[src/rtl/ep_hs_pkg.sv]
package ep_hs_pkg;
  localparam int REG_W   = 8;
  localparam int STAT_W  = 2;
  localparam int FLAG_B  = 7;
  localparam int TXTOG_B = 6;
  localparam int TXST_LO = 4;
  localparam int RXTOG_B = 2;
  localparam int RXST_LO = 0;

  typedef enum logic [STAT_W-1:0] {
    ST_DIS   = 2'b00,
    ST_STALL = 2'b01,
    ST_NAK   = 2'b10,
    ST_VALID = 2'b11
  } ep_stat_e;

  typedef enum logic [1:0] {
    HS_NONE  = 2'b00,
    HS_ACK   = 2'b01,
    HS_NAK   = 2'b10,
    HS_STALL = 2'b11
  } hs_e;

  typedef enum logic [1:0] {
    TK_IN    = 2'b00,
    TK_OUT   = 2'b01,
    TK_SETUP = 2'b10,
    TK_RSVD  = 2'b11
  } tok_e;

  // Handshake implied by a single status field for a data token.
  function automatic hs_e stat_to_hs(input ep_stat_e st, input logic valid_acks);
    case (st)
      ST_STALL: stat_to_hs = HS_STALL;
      ST_NAK:   stat_to_hs = HS_NAK;
      ST_VALID: stat_to_hs = valid_acks ? HS_ACK : HS_NONE;
      default:  stat_to_hs = HS_NONE;
    endcase
  endfunction

  function automatic hs_e decide_hs(input logic present, input tok_e kind,
                                    input ep_stat_e txs, input ep_stat_e rxs);
    if (!present) begin
      decide_hs = HS_NONE;
    end else begin
      case (kind)
        TK_IN:    decide_hs = stat_to_hs(txs, 1'b0);
        TK_OUT:   decide_hs = stat_to_hs(rxs, 1'b1);
        TK_SETUP: decide_hs = (rxs == ST_DIS) ? HS_NONE : HS_ACK;
        default:  decide_hs = HS_NONE;
      endcase
    end
  endfunction

  function automatic logic [REG_W-1:0] pack_reg(input logic flag, input logic txt,
                                                input ep_stat_e txs, input logic rxt,
                                                input ep_stat_e rxs);
    logic [REG_W-1:0] v;
    v = '0;
    v[FLAG_B]                   = flag;
    v[TXTOG_B]                  = txt;
    v[TXST_LO +: STAT_W]        = txs;
    v[RXTOG_B]                  = rxt;
    v[RXST_LO +: STAT_W]        = rxs;
    return v;
  endfunction
endpackage

[src/rtl/ep_ctr_flag.sv]
module ep_ctr_flag (
  input  logic clk,
  input  logic rst_n,
  input  logic set_i,
  input  logic sw_wr_i,
  input  logic sw_bit_i,
  output logic flag_o
);
  logic sw_clear;
  assign sw_clear = sw_wr_i & ~sw_bit_i;

  always_ff @(posedge clk or negedge rst_n) begin
    if (!rst_n)        flag_o <= 1'b0;
    else if (set_i)    flag_o <= 1'b1;
    else if (sw_clear) flag_o <= 1'b0;
  end

  a_r2_set_wins: assert property (@(posedge clk) disable iff (!rst_n)
    set_i |=> flag_o);
  a_r2_sticky: assert property (@(posedge clk) disable iff (!rst_n)
    (flag_o && !(sw_wr_i && !sw_bit_i)) |=> flag_o);
  a_r2_only_hw_sets: assert property (@(posedge clk) disable iff (!rst_n)
    (!flag_o && !set_i) |=> !flag_o);
endmodule

[src/rtl/ep_toggles.sv]
module ep_toggles (
  input  logic clk,
  input  logic rst_n,
  input  logic clr_i,
  input  logic setup_i,
  input  logic host_ack_i,
  input  logic data_ok_i,
  input  logic data_pid_i,
  input  logic sw_wr_i,
  input  logic sw_tx_i,
  input  logic sw_rx_i,
  output logic tx_tog_o,
  output logic rx_tog_o,
  output logic pid_match_o
);
  logic tx_nxt, rx_nxt;

  assign pid_match_o = (data_pid_i == rx_tog_o);

  always_comb begin
    tx_nxt = tx_tog_o;
    if (clr_i)           tx_nxt = 1'b0;
    else if (setup_i)    tx_nxt = 1'b1;
    else if (host_ack_i) tx_nxt = ~tx_tog_o;
    else if (sw_wr_i)    tx_nxt = sw_tx_i;
  end

  always_comb begin
    rx_nxt = rx_tog_o;
    if (clr_i)                          rx_nxt = 1'b0;
    else if (setup_i)                   rx_nxt = 1'b0;
    else if (data_ok_i && pid_match_o)  rx_nxt = ~rx_tog_o;
    else if (data_ok_i)                 rx_nxt = rx_tog_o;
    else if (sw_wr_i)                   rx_nxt = sw_rx_i;
  end

  always_ff @(posedge clk or negedge rst_n) begin
    if (!rst_n) begin
      tx_tog_o <= 1'b0;
      rx_tog_o <= 1'b0;
    end else begin
      tx_tog_o <= tx_nxt;
      rx_tog_o <= rx_nxt;
    end
  end

  a_r4_setup_tog: assert property (@(posedge clk) disable iff (!rst_n)
    (setup_i && !clr_i) |=> (tx_tog_o && !rx_tog_o));
  a_r5_ack_flips: assert property (@(posedge clk) disable iff (!rst_n)
    (host_ack_i && !setup_i && !clr_i) |=> (tx_tog_o != $past(tx_tog_o)));
  a_r6_mismatch_holds: assert property (@(posedge clk) disable iff (!rst_n)
    (data_ok_i && !pid_match_o && !setup_i && !clr_i) |=> $stable(rx_tog_o));
  a_r8_clear_tog: assert property (@(posedge clk) disable iff (!rst_n)
    clr_i |=> (!tx_tog_o && !rx_tog_o));
endmodule

[src/rtl/ep_status_fields.sv]
module ep_status_fields
  import ep_hs_pkg::*;
#(
  parameter int NCH = 2
) (
  input  logic                       clk,
  input  logic                       rst_n,
  input  logic                       clr_i,
  input  logic                       nak_i,
  input  logic                       sw_wr_i,
  input  logic [NCH-1:0][STAT_W-1:0] sw_val_i,
  output logic [NCH-1:0][STAT_W-1:0] stat_o
);
  for (genvar c = 0; c < NCH; c++) begin : g_ch
    logic [STAT_W-1:0] nxt;
    always_comb begin
      nxt = stat_o[c];
      if (clr_i)        nxt = ST_DIS;
      else if (nak_i)   nxt = ST_NAK;
      else if (sw_wr_i) nxt = sw_val_i[c];
    end
    always_ff @(posedge clk or negedge rst_n) begin
      if (!rst_n) stat_o[c] <= ST_DIS;
      else        stat_o[c] <= nxt;
    end

    a_r3_auto_nak: assert property (@(posedge clk) disable iff (!rst_n)
      (nak_i && !clr_i) |=> (stat_o[c] == ST_NAK));
    a_r8_clear_stat: assert property (@(posedge clk) disable iff (!rst_n)
      clr_i |=> (stat_o[c] == ST_DIS));
    a_r7_idle_holds: assert property (@(posedge clk) disable iff (!rst_n)
      (!clr_i && !nak_i && !sw_wr_i) |=> $stable(stat_o[c]));
  end
endmodule

[src/rtl/ep_hs_decode.sv]
module ep_hs_decode
  import ep_hs_pkg::*;
(
  input  logic              tok_valid_i,
  input  logic [1:0]        tok_kind_i,
  input  logic [STAT_W-1:0] tx_stat_i,
  input  logic [STAT_W-1:0] rx_stat_i,
  output logic [1:0]        hs_o
);
  always_comb begin
    hs_o = decide_hs(tok_valid_i, tok_e'(tok_kind_i),
                     ep_stat_e'(tx_stat_i), ep_stat_e'(rx_stat_i));
  end

  always_comb begin
    if (tok_valid_i && tok_kind_i == TK_IN)
      a_r9_in_never_acks: assert (hs_o != HS_ACK);
    if (tok_valid_i && tok_kind_i == TK_OUT && hs_o == HS_ACK)
      a_r10_ack_needs_valid: assert (rx_stat_i == ST_VALID);
    if (!tok_valid_i)
      a_r11_idle_silent: assert (hs_o == HS_NONE);
  end
endmodule

[src/rtl/usb_ep_hs_reg.sv]
module usb_ep_hs_reg
  import ep_hs_pkg::*;
(
  input  logic             clk,
  input  logic             rst_n,
  input  logic             usb_bus_rst,
  input  logic             force_rst,
  input  logic             reg_wr,
  input  logic [REG_W-1:0] reg_wdata,
  output logic [REG_W-1:0] reg_rdata,
  input  logic             ev_setup,
  input  logic             ev_host_ack,
  input  logic             ev_data_ok,
  input  logic             ev_data_pid,
  input  logic             ev_xfer_done,
  input  logic             tok_valid,
  input  logic [1:0]       tok_kind,
  output logic [1:0]       hs_code
);
  logic                     field_clr;
  logic                     pid_match;
  logic                     bad_seq;
  logic                     xfer_ok;
  logic                     flag_q;
  logic                     tx_tog, rx_tog;
  logic [1:0][STAT_W-1:0]   stat_q;
  logic [1:0][STAT_W-1:0]   stat_wr;

  assign field_clr = usb_bus_rst | force_rst;
  assign bad_seq   = ev_data_ok & ~pid_match;
  assign xfer_ok   = ev_xfer_done & ~bad_seq;
  assign stat_wr[0] = reg_wdata[RXST_LO +: STAT_W];
  assign stat_wr[1] = reg_wdata[TXST_LO +: STAT_W];

  ep_ctr_flag u_flag (
    .clk(clk), .rst_n(rst_n), .set_i(xfer_ok),
    .sw_wr_i(reg_wr), .sw_bit_i(reg_wdata[FLAG_B]), .flag_o(flag_q)
  );

  ep_toggles u_tog (
    .clk(clk), .rst_n(rst_n), .clr_i(field_clr), .setup_i(ev_setup),
    .host_ack_i(ev_host_ack), .data_ok_i(ev_data_ok), .data_pid_i(ev_data_pid),
    .sw_wr_i(reg_wr), .sw_tx_i(reg_wdata[TXTOG_B]), .sw_rx_i(reg_wdata[RXTOG_B]),
    .tx_tog_o(tx_tog), .rx_tog_o(rx_tog), .pid_match_o(pid_match)
  );

  ep_status_fields #(.NCH(2)) u_stat (
    .clk(clk), .rst_n(rst_n), .clr_i(field_clr), .nak_i(xfer_ok),
    .sw_wr_i(reg_wr), .sw_val_i(stat_wr), .stat_o(stat_q)
  );

  ep_hs_decode u_hs (
    .tok_valid_i(tok_valid), .tok_kind_i(tok_kind),
    .tx_stat_i(stat_q[1]), .rx_stat_i(stat_q[0]), .hs_o(hs_code)
  );

  assign reg_rdata = pack_reg(flag_q, tx_tog, ep_stat_e'(stat_q[1]),
                              rx_tog, ep_stat_e'(stat_q[0]));

  a_r1_rsvd_zero: assert property (@(posedge clk) disable iff (!rst_n)
    reg_wr |=> (reg_rdata[3] == 1'b0));
  a_r6_bad_seq_no_flag: assert property (@(posedge clk) disable iff (!rst_n)
    (bad_seq && !flag_q && !field_clr && !reg_wr) |=> !reg_rdata[FLAG_B]);
  a_r2_done_sets: assert property (@(posedge clk) disable iff (!rst_n)
    (ev_xfer_done && !ev_data_ok) |=> reg_rdata[FLAG_B]);
endmodule

[config.mk]
export PLATFORM = sky130hd
export DESIGN_NAME = usb_ep_hs_reg
export DESIGN_NICKNAME = d
export VERILOG_FILES = /design/src/rtl/ep_hs_pkg.sv /design/src/rtl/ep_ctr_flag.sv /design/src/rtl/ep_toggles.sv /design/src/rtl/ep_status_fields.sv /design/src/rtl/ep_hs_decode.sv /design/src/rtl/usb_ep_hs_reg.sv
export SDC_FILE = /design/constraint.sdc
export NUM_CORES = 1
export LEC_CHECK = 0
export CORE_MARGIN = 4
export CORE_UTILIZATION = 35
export DETAILED_ROUTE_END_ITERATION = 10
export PLACE_DENSITY = 0.74
export SLEW_MARGIN = 20
export SYNTH_ARGS = -nofsm -noshare
export SYNTH_HDL_FRONTEND = slang
export SYNTH_SLANG_ARGS = --single-unit
[constraint.sdc]
create_clock -name clk -period 1.3 [get_ports clk]
set_input_delay 0.26 -clock clk [delete_from_list [all_inputs] [get_ports clk]]
set_output_delay 0.26 -clock clk [all_outputs]
set_load 0.005 [all_outputs]
=== Yosys cells after proc, flatten, opt, wreduce, memory -nomap -nowiden ===
Cells that the tools add are included.

* Register bits after elaboration: 7
* Input port bits: 21
* Output and inout bits: 10
* Word-level logic and storage cells: 53

* Eq/ne operators: 9
* Mux-type cells: 22
* Bitwise operators: 9
* Reduce and logical (&&, ||, !) cells: 8

{| class="wikitable"
|+ Operators with widths
! kind !! number
|-
| 2-to-1 mux 2 bit || 7
|-
| 2-to-1 mux 1 bit || 12
|-
| one-hot mux 2 bit (3 select lines) || 2
|-
| equality test 2 bit (second input constant) || 4
|-
| nonzero test 4 bit || 2
|-
| equality test 2 x 1 -> 1 bit (second input constant) || 3
|-
| inverter 1 bit || 5
|-
| zero test 2 bit || 2
|-
| != test 4 x 2 -> 1 bit (second input constant) || 1
|-
| one-hot mux 2 bit (2 select lines) || 1
|-
| AND 1 bit || 3
|-
| nonzero test 3 bit || 1
|-
| AND reduction 2 bit || 1
|-
| nonzero test 2 bit || 1
|-
| equality test 1 bit || 1
|-
| logical AND 1 bit || 1
|-
| OR 1 bit || 1
|}

=== Depth between registers and ports, before layout ===
Gate-level depths: netlist of the first run.

* Depth after elaboration: 7
* Depth in mapped cells: 5
* Depth with buffers taken out: 5

=== Hierarchy ===
From an unflattened synthesis of the first run, not the netlist that was laid out.

* Cells, all modules: 50
* Area total of the unflattened synthesis: 495.5 sq um

{| class="wikitable"
|+ Modules (own cells, without submodules)
! module !! instances !! cells an instance !! area each (sq um) !! seq. area each (sq um)
|-
| ep_status_fields || 1 || 14 || 168.9 || 100.1
|-
| ep_toggles || 1 || 10 || 123.9 || 50.0
|-
| ep_hs_decode || 1 || 15 || 112.6 || 0.0
|-
| usb_ep_hs_reg || 1 || 8 || 51.3 || 0.0
|-
| ep_ctr_flag || 1 || 3 || 38.8 || 25.0
|}

=== Worst setup path after synthesis of the first run ===
No wires, ideal clock.

* Path type: register -> output
* Start point: register u_stat.stat_o[2] (netlist name)
* End point: output hs_code[1]
* Arrival time: 1.015 ns
* Data required time: 1.040 ns
* Slack: 0.025 ns
* Stages on the path, launching flop included: 5
* Buffers on the path: 0
* Cell sequence: dfrtp_1 > ha_1 > nor2_1 > a21oi_1 > nor3b_1

* Cells in the longest elaborated chain, start to end: 4
* Elaborated cells between the ends (all ways): 5
* Classes of those cells: eq/ne (2); mux (3)

{| class="wikitable"
|+ RTL lines
! element !! RTL line !! RTL
|-
| from (decl) || ep_status_fields.sv:12 || <nowiki>output logic [NCH-1:0][STAT_W-1:0] stat_o</nowiki>
|-
| from (signal, indexed assignment) || ep_status_fields.sv:24 || <nowiki>else stat_o[c] <= nxt;</nowiki>
|-
| equality test 2 bit / equality test 2 x 1 -> 1 bit (equally long branches) || ep_hs_pkg.sv:33 || <nowiki>case (st)</nowiki>
|-
| one-hot mux 2 bit (2 select lines) * || ep_hs_pkg.sv:33 ||
|-
| one-hot mux 2 bit (3 select lines) * || ep_hs_pkg.sv:46 || <nowiki>case (kind)</nowiki>
|-
| 2-to-1 mux 2 bit * || ep_hs_pkg.sv:43 || <nowiki>if (!present) begin</nowiki>
|-
| to (decl) || usb_ep_hs_reg.sv:18 || <nowiki>output logic [1:0] hs_code</nowiki>
|}

Mark *: on every way between the ends. The rest lies on a longest branch, timed or not.

=== Final worst setup path of the first run ===
* Start point: register u_stat.stat_o[1] (netlist name)
* End point: output hs_code[0]

* Cells in the longest elaborated chain, start to end: 4
* Elaborated cells between the ends (all ways): 8
* Classes of those cells: eq/ne (3); mux (4); reduce/logical (1)

{| class="wikitable"
|+ RTL lines
! element !! RTL line
|-
| equality test 2 bit, or another cell as far along || ep_hs_pkg.sv:33
|-
| one-hot mux 2 bit (3 select lines) / 2-to-1 mux 1 bit (equally long branches) || ep_hs_pkg.sv:33, ep_hs_pkg.sv:49
|-
| one-hot mux 2 bit (3 select lines) * || ep_hs_pkg.sv:46
|-
| 2-to-1 mux 2 bit * || ep_hs_pkg.sv:43
|}

Marked as above.

==> results of run 1 <==
-- state kept, by name, summed over array words and instances, names as in the netlist --
| register | count |
|---|---|
| u_stat.stat_o | 4 |
| u_flag.flag_o | 1 |
| u_tog.rx_tog_o | 1 |
| u_tog.tx_tog_o | 1 |
-- layer usage --
layer  vias up  share of wire
met5         -              0
met4         0          0.011
met3         2           0.11
met2        26           0.49
met1       229           0.38
li1        245              -
-- logic make-up (layout without fill, tap and decap cells) --
family	after synthesis	after routing	synth area share
and+or+nand+nor	11	11	0.121
muxes	4	4	0.0806
xor gates and xnor gates	1	1	0.0176
other	1	1	0.00755
AOI/OAI and AO/OA	12	12	0.176
buffers and inverters	12	48	0.144
adders and majority gates	4	4	0.101
DFF	7	7	0.353
-- worst paths after layout --
| check | slack (ps) | to | depth (start not counted) | from |
|---|---|---|---|---|
| max in group asynchronous | 770 | u_stat.stat_o[0] | 1 | rst_n |
| max reg2reg | 120 | u_stat.stat_o[1] | 5 | u_tog.rx_tog_o |
| min | 270 | u_stat.stat_o[2] | 1 | rst_n |
| min in group clk | 500 | u_tog.tx_tog_o | 1 | u_tog.tx_tog_o |
| max | -310 | hs_code[0] | 5 | u_stat.stat_o[1] |
| min reg2reg | 500 | u_tog.tx_tog_o | 1 | u_tog.tx_tog_o |
-- per-stage QoR --
step / TNS, ps / cell area, µm²
2_1_floorplan: 0 / 497
3_3_place_gp: -1850 / 807
3_5_place_dp: -2000 / 807
4_1_cts: -660 / 837
5_1_grt: -845 / 876
6_report: -614 / 876
-- layout make-up --
cell class                 instances  share of cell area
timing repair buffer              38               0.389
sequential                         7               0.201
clock buffer                       4              0.0300
tap                               15              0.0214
inverter                           6              0.0257
multi-input combinational         33               0.333
-- worst reg2reg max path: stages (launching register included) --
cell and delay (ps):
dfrtp_1 380, buf_4 140, xnor2_1 200, o21ai_0 110, buf_4 150, a21oi_1 120
-- synthesized netlist by cell type, types with 2 or more instances --
library cell	count	area, µm²
mux2i_1	4	40.0
a21oi_1	3	15.0
dfrtp_1	7	175
ha_1	4	50.1
nor2b_1	4	25.0
o21ai_0	3	15.0
nor3_1	2	10.0
buf_4	5	37.5
inv_1	6	22.5
nor2_1	2	7.51
-- power by group through the flow --
stage / Combinational, mW / Sequential (mW) / Clock [mW]
floorplan: 0.0634 / 0.240 / 0
global placement: 0.166 / 0.239 / 0
detailed placement: 0.169 / 0.240 / 0
CTS: 0.168 / 0.236 / 0.199
global route: 0.195 / 0.239 / 0.206
finish: 0.178 / 0.237 / 0.192
-- timing repair --
item                                    4_1_cts  5_1_grt
pin swaps                                     1        2
gates resized for setup                      23        9
endpoints found under the setup margin        9        4
setup buffers                                 2        0
==> impl_metrics.env, run 1 <==
export IMPL_number_of_nets_still_failing_antenna_checks_after_routing=0
export IMPL_post_dp_hpwl_um=982
export IMPL_tightest_hold_margin_ps=273
export IMPL_die_area_mm2=0.00209
export IMPL_final_instance_count_excl_fill=103
export IMPL_critPathMaxStageDelay_ps=410
export IMPL_netlist_area_um2=497
export IMPL_worstPathCellList="inv_2, ha_4, nor2b_1, o311a_1, buf_2"
export IMPL_grt_met2_usage=0.248
export IMPL_synth_cell_type_count=22
export IMPL_layout_worst_path_cycle_share=1.24
export IMPL_grt_first_pass_wirelength_mm=1.95
export IMPL_seq_area_frac_synth=0.353
export IMPL_grt_met3_usage=0.0237
export IMPL_synthToLayoutAreaGrowth_pct=76.3
export IMPL_leakage_nw=0.410
export IMPL_synth_yosys_warnings=0
export IMPL_drt_wl_total_mm=1.25
export IMPL_report_final_slew_viol_count=0
export IMPL_clkSinkCount=7
export IMPL_port_buffer_count=28
export IMPL_groute_usage_overall=0.131
export IMPL_final_period_minus_worst_setup_slack_ps=1610
export IMPL_timing_critical_path_arrival_ps=1350
export IMPL_asyncSetResetFlopFracSynth=1.00
export IMPL_diodes=0
export IMPL_globalRouteOverflowTotal=0
export IMPL_critPathLaunchType="flip-flop"
export IMPL_cts_root_buffer_cell="clkbuf_4"
export IMPL_path_delay_family="flip-flops"
export IMPL_postLayoutCoreUtil=0.665
export IMPL_power_clock_fraction=0.317
export IMPL_cap_viol_max_count=0
export IMPL_synth_flop_cell="dfrtp_1"
export IMPL_critical_path_slowest_cell="dfrtp_1"
export IMPL_floorplan_initialDensity=0.377
export IMPL_die_height_um=45.7
export IMPL_critical_path_endpoint_category="primary output"
export IMPL_critPathRequiredTime_ps=1040
export IMPL_critical_path_buf_inv_count=2
export IMPL_final_setup_worst_slack_ps=-308
export IMPL_achievable_frequency_mhz=622
export IMPL_final_hold_violation_count=0
export IMPL_finClkSkew_ps=1.88
export IMPL_synth_edff_count=0
export IMPL_final_cell_mix="clkdlybuf4s50_1, buf_4, dlygate4sd2_1, dfrtp_1"
export IMPL_cts_tree="built"
export IMPL_met1_use_gr=0.130
export IMPL_ios=31
export IMPL_setup_viol_count_final=3
export IMPL_power_switching_fraction=0.244
export IMPL_post_dr_vias_cell=4.87
export IMPL_seqPwrFrac=0.391
export IMPL_dr_first_iter_drc_count=2
export IMPL_worst_setup_hold_path_clk_slew_ps=50
export IMPL_vias=502
export IMPL_power_density_mw_per_mm2=693
export IMPL_critical_path_class="reg2out"
export IMPL_largest_net_degree_at_the_start_of_global_routing=8
export IMPL_num_fill_cells=119
export IMPL_run_status="finished with violations"
export IMPL_comb_power_share=0.292
export IMPL_layout_nets=114
export IMPL_synth_avg_cell_area_um2=9.55
export IMPL_min_delay_path_class="in2async"
export IMPL_dieWidth_um=45.7
export IMPL_total_power_uw=607
export IMPL_layout_drive_gt1_share=0.295
export IMPL_multi_input_area_um2=292
export IMPL_hold_buffers=0
export IMPL_failing_checks="setup timing"
export IMPL_critical_path_max_fanout=3
export IMPL_power_ir_vdd_worst_v=0.000449
export IMPL_syn_nets=77
export IMPL_clock_latency_ps=250
export IMPL_post_synth_inst_count=52
export IMPL_grt_antenna_before_repair=0
export IMPL_wl_per_cell_um=12.2
export IMPL_cellInternalPower_uw=459
export IMPL_detail_route_first_pass_iterations=2
export IMPL_layout_commonest_cell="clkdlybuf4s50_1"
export IMPL_placement_setup_worst_slack_ps=-590
export IMPL_fp_row_count=13
export IMPL_globalRoute_busiestLayer="met2"
export IMPL_synth_seq_cells=7
export IMPL_clock_path_buffers=2
export IMPL_place_detailed_instances=97
export IMPL_post_route_drc_count=0
export IMPL_rsz0062_at_grt="true"
export IMPL_routabilityCongestion=0.711
export IMPL_clock_buffers_created_by_tritoncts=3
export IMPL_core_region_area_mm2=0.00132
export IMPL_cts_htree_levels=1
export IMPL_register_area_um2=176
export IMPL_power_switching_uw=148
export IMPL_vias_in_the_first_global_route=506
No activity file was read; power rests on OpenSTA's default activity.
==> run 2, diff against run 1 <==
GPL_ROUTABILITY_DRIVEN = 1   (was not set)
PLACE_DENSITY = 0.86   (was 0.74)
==> run 2 against run 1 <==
  * The run still ends with setup timing left
  * Sequential share of layout area down 1.2 points
  * Final cell count up 6.8%
  * Clock power grew 7%
  * Via count up 6.2%
  * Combinational power up 8%
  * Die area stayed put
  * Clock-buffer cell count unchanged
  * Core utilization grew 3.6 points
  * Worst hold slack worse by 10 ps
  * Register-to-register slack worse by 50 ps
  * Global-route usage increased by 2.4 points
  * Clock skew is 2.0 ps higher
  * Critical path type unchanged
  * Largest power group unchanged
==> impl_metrics.env, run 2 (same netlist as run 1, synthesis figures left out) <==
export IMPL_cts_htree_levels=1
export IMPL_worstPathCellList="inv_1, ha_1, nor2b_1, o311a_1, buf_2"
export IMPL_final_hold_violation_count=0
export IMPL_largest_net_degree_at_the_start_of_global_routing=8
export IMPL_largest_register_ffs=4
export IMPL_achievable_frequency_mhz=612
export IMPL_die_height_um=45.7
export IMPL_layout_commonest_cell="clkdlybuf4s50_1"
export IMPL_final_instance_count_excl_fill=110
export IMPL_cts_tree="built"
export IMPL_port_buffer_count=28
export IMPL_finished_cell_area_um2=923
export IMPL_layout_worst_path_cycle_share=1.26
export IMPL_synthToLayoutAreaGrowth_pct=85.9
export IMPL_power_density_mw_per_mm2=685
export IMPL_report_final_slew_viol_count=0
export IMPL_clock_buffers_created_by_tritoncts=3
export IMPL_rsz0062_at_grt="true"
export IMPL_grt_antenna_before_repair=0
export IMPL_post_route_drc_count=0
export IMPL_floorplan_initialDensity=0.377
export IMPL_final_setup_tns_ps=-729
export IMPL_post_dr_vias_cell=4.85
export IMPL_layout_drive_gt1_share=0.337
export IMPL_detail_route_first_pass_iterations=6
export IMPL_reg2regPathDepth=4
export IMPL_regToRegSetupSlack_ps=70
export IMPL_grt_first_pass_wirelength_mm=2.29
export IMPL_critical_path_class="reg2out"
export IMPL_min_delay_path_class="in2async"
export IMPL_postLayoutCoreUtil=0.701
export IMPL_vias=533
export IMPL_failing_checks="setup timing"
export IMPL_wl_per_cell_um=13.1
export IMPL_cap_viol_max_count=0
export IMPL_post_dp_hpwl_mm=1.04
export IMPL_dr_first_iter_drc_count=2
export IMPL_critPathLaunchType="flip-flop"
export IMPL_number_of_nets_still_failing_antenna_checks_after_routing=0
export IMPL_tightest_hold_margin_ps=263
export IMPL_path_delay_family="flip-flops"
export IMPL_core_region_area_mm2=0.00132
export IMPL_leakage_nw=0.442
export IMPL_layout_nets=121
export IMPL_critPathRequiredTime_ps=1040
export IMPL_timing_critical_path_arrival_ps=1370
export IMPL_fp_row_count=13
export IMPL_vias_in_the_first_global_route=606
export IMPL_diodes=0
export IMPL_critPathMaxStageDelay_ps=340
export IMPL_clkSinkCount=7
export IMPL_drt_wl_total_mm=1.44
export IMPL_run_status="finished with violations"
export IMPL_critical_path_buf_inv_count=2
export IMPL_detailed_place_area_um2=837
export IMPL_critical_path_max_fanout=2
export IMPL_cts_root_buffer_cell="clkbuf_4"
export IMPL_worstReg2RegStart="u_tog.tx_tog_o"
export IMPL_globalRouteOverflowTotal=0
export IMPL_critical_path_slowest_cell="dfrtp_1"
export IMPL_final_cell_mix="clkdlybuf4s50_1, buf_4, dfrtp_1"
export IMPL_finClkSkew_ps=3.89
export IMPL_place_detailed_instances=101
export IMPL_clock_path_buffers=2
export IMPL_reg2reg_to="u_tog.tx_tog_o"
export IMPL_power_ir_vdd_worst_v=0.000486
export IMPL_regMostFlops="u_stat.stat_o"
export IMPL_critical_path_endpoint_category="primary output"
export IMPL_worst_setup_hold_path_clk_slew_ps=60
export IMPL_clock_latency_ps=260
export IMPL_final_period_minus_worst_setup_slack_ps=1630
export IMPL_dieWidth_um=45.7
export IMPL_total_power_uw=633
export IMPL_hold_buffers=0
export IMPL_routabilityCongestion=0.732
export IMPL_placement_setup_worst_slack_ps=-580
export IMPL_die_area_mm2=0.00209
export IMPL_ios=31
export IMPL_final_setup_worst_slack_ps=-333
export IMPL_setup_viol_count_final=3
export IMPL_groute_usage_overall=0.155
-- run 2: per-layer routing --
| layer | wire length, µm | GRT usage | vias up |
|---|---|---|---|
| met1 | 482 | 0.147 | 245 |
| met5 | 0 | 0 | - |
| met3 | 124 | 0.0277 | 3 |
| met2 | 803 | 0.309 | 25 |
| met4 | 25 | 0.0702 | 0 |
| li1 | - | - | 260 |
-- run 2: what timing repair did --
action | 4_1_cts | 5_1_grt
pin swaps | 4 | 4
endpoints found under the setup margin | 9 | 7
hold endpoints to repair | 0 | 0
buffers inserted | 5 | 1
gates resized for setup | 30 | 5
-- run 2: cell type report --
| cell class | count | area, µm² |
|---|---|---|
| sequential | 7 | 175 |
| timing repair buffer | 45 | 400 |
| multi-input combinational | 33 | 280 |
| clock buffer | 4 | 26.3 |
| inverter | 6 | 22.5 |
| fill | 121 | 394 |
| tap | 15 | 18.8 |
-- run 2: power breakdown --
group	switching, mW	total, mW	internal, mW	leakage (nW)
Sequential	0.00686	0.236	0.229	0.0918
Combinational	0.0681	0.192	0.124	0.335
Clock	0.0873	0.205	0.118	0.0150
-- run 2: how the worst max path moves through the flow --
stage                     cells after the start  slack [ps]          to              from
after floorplan                               4          20  hs_code[1]  u_stat.stat_o[2]
after global placement                        4        -550  hs_code[0]       tok_kind[1]
after detailed placement                      4        -580  hs_code[0]       tok_kind[1]
after CTS                                     6        -350  hs_code[1]  u_stat.stat_o[3]
after global routing                          6        -430  hs_code[1]  u_stat.stat_o[3]
final                                         5        -330  hs_code[0]  u_stat.stat_o[3]
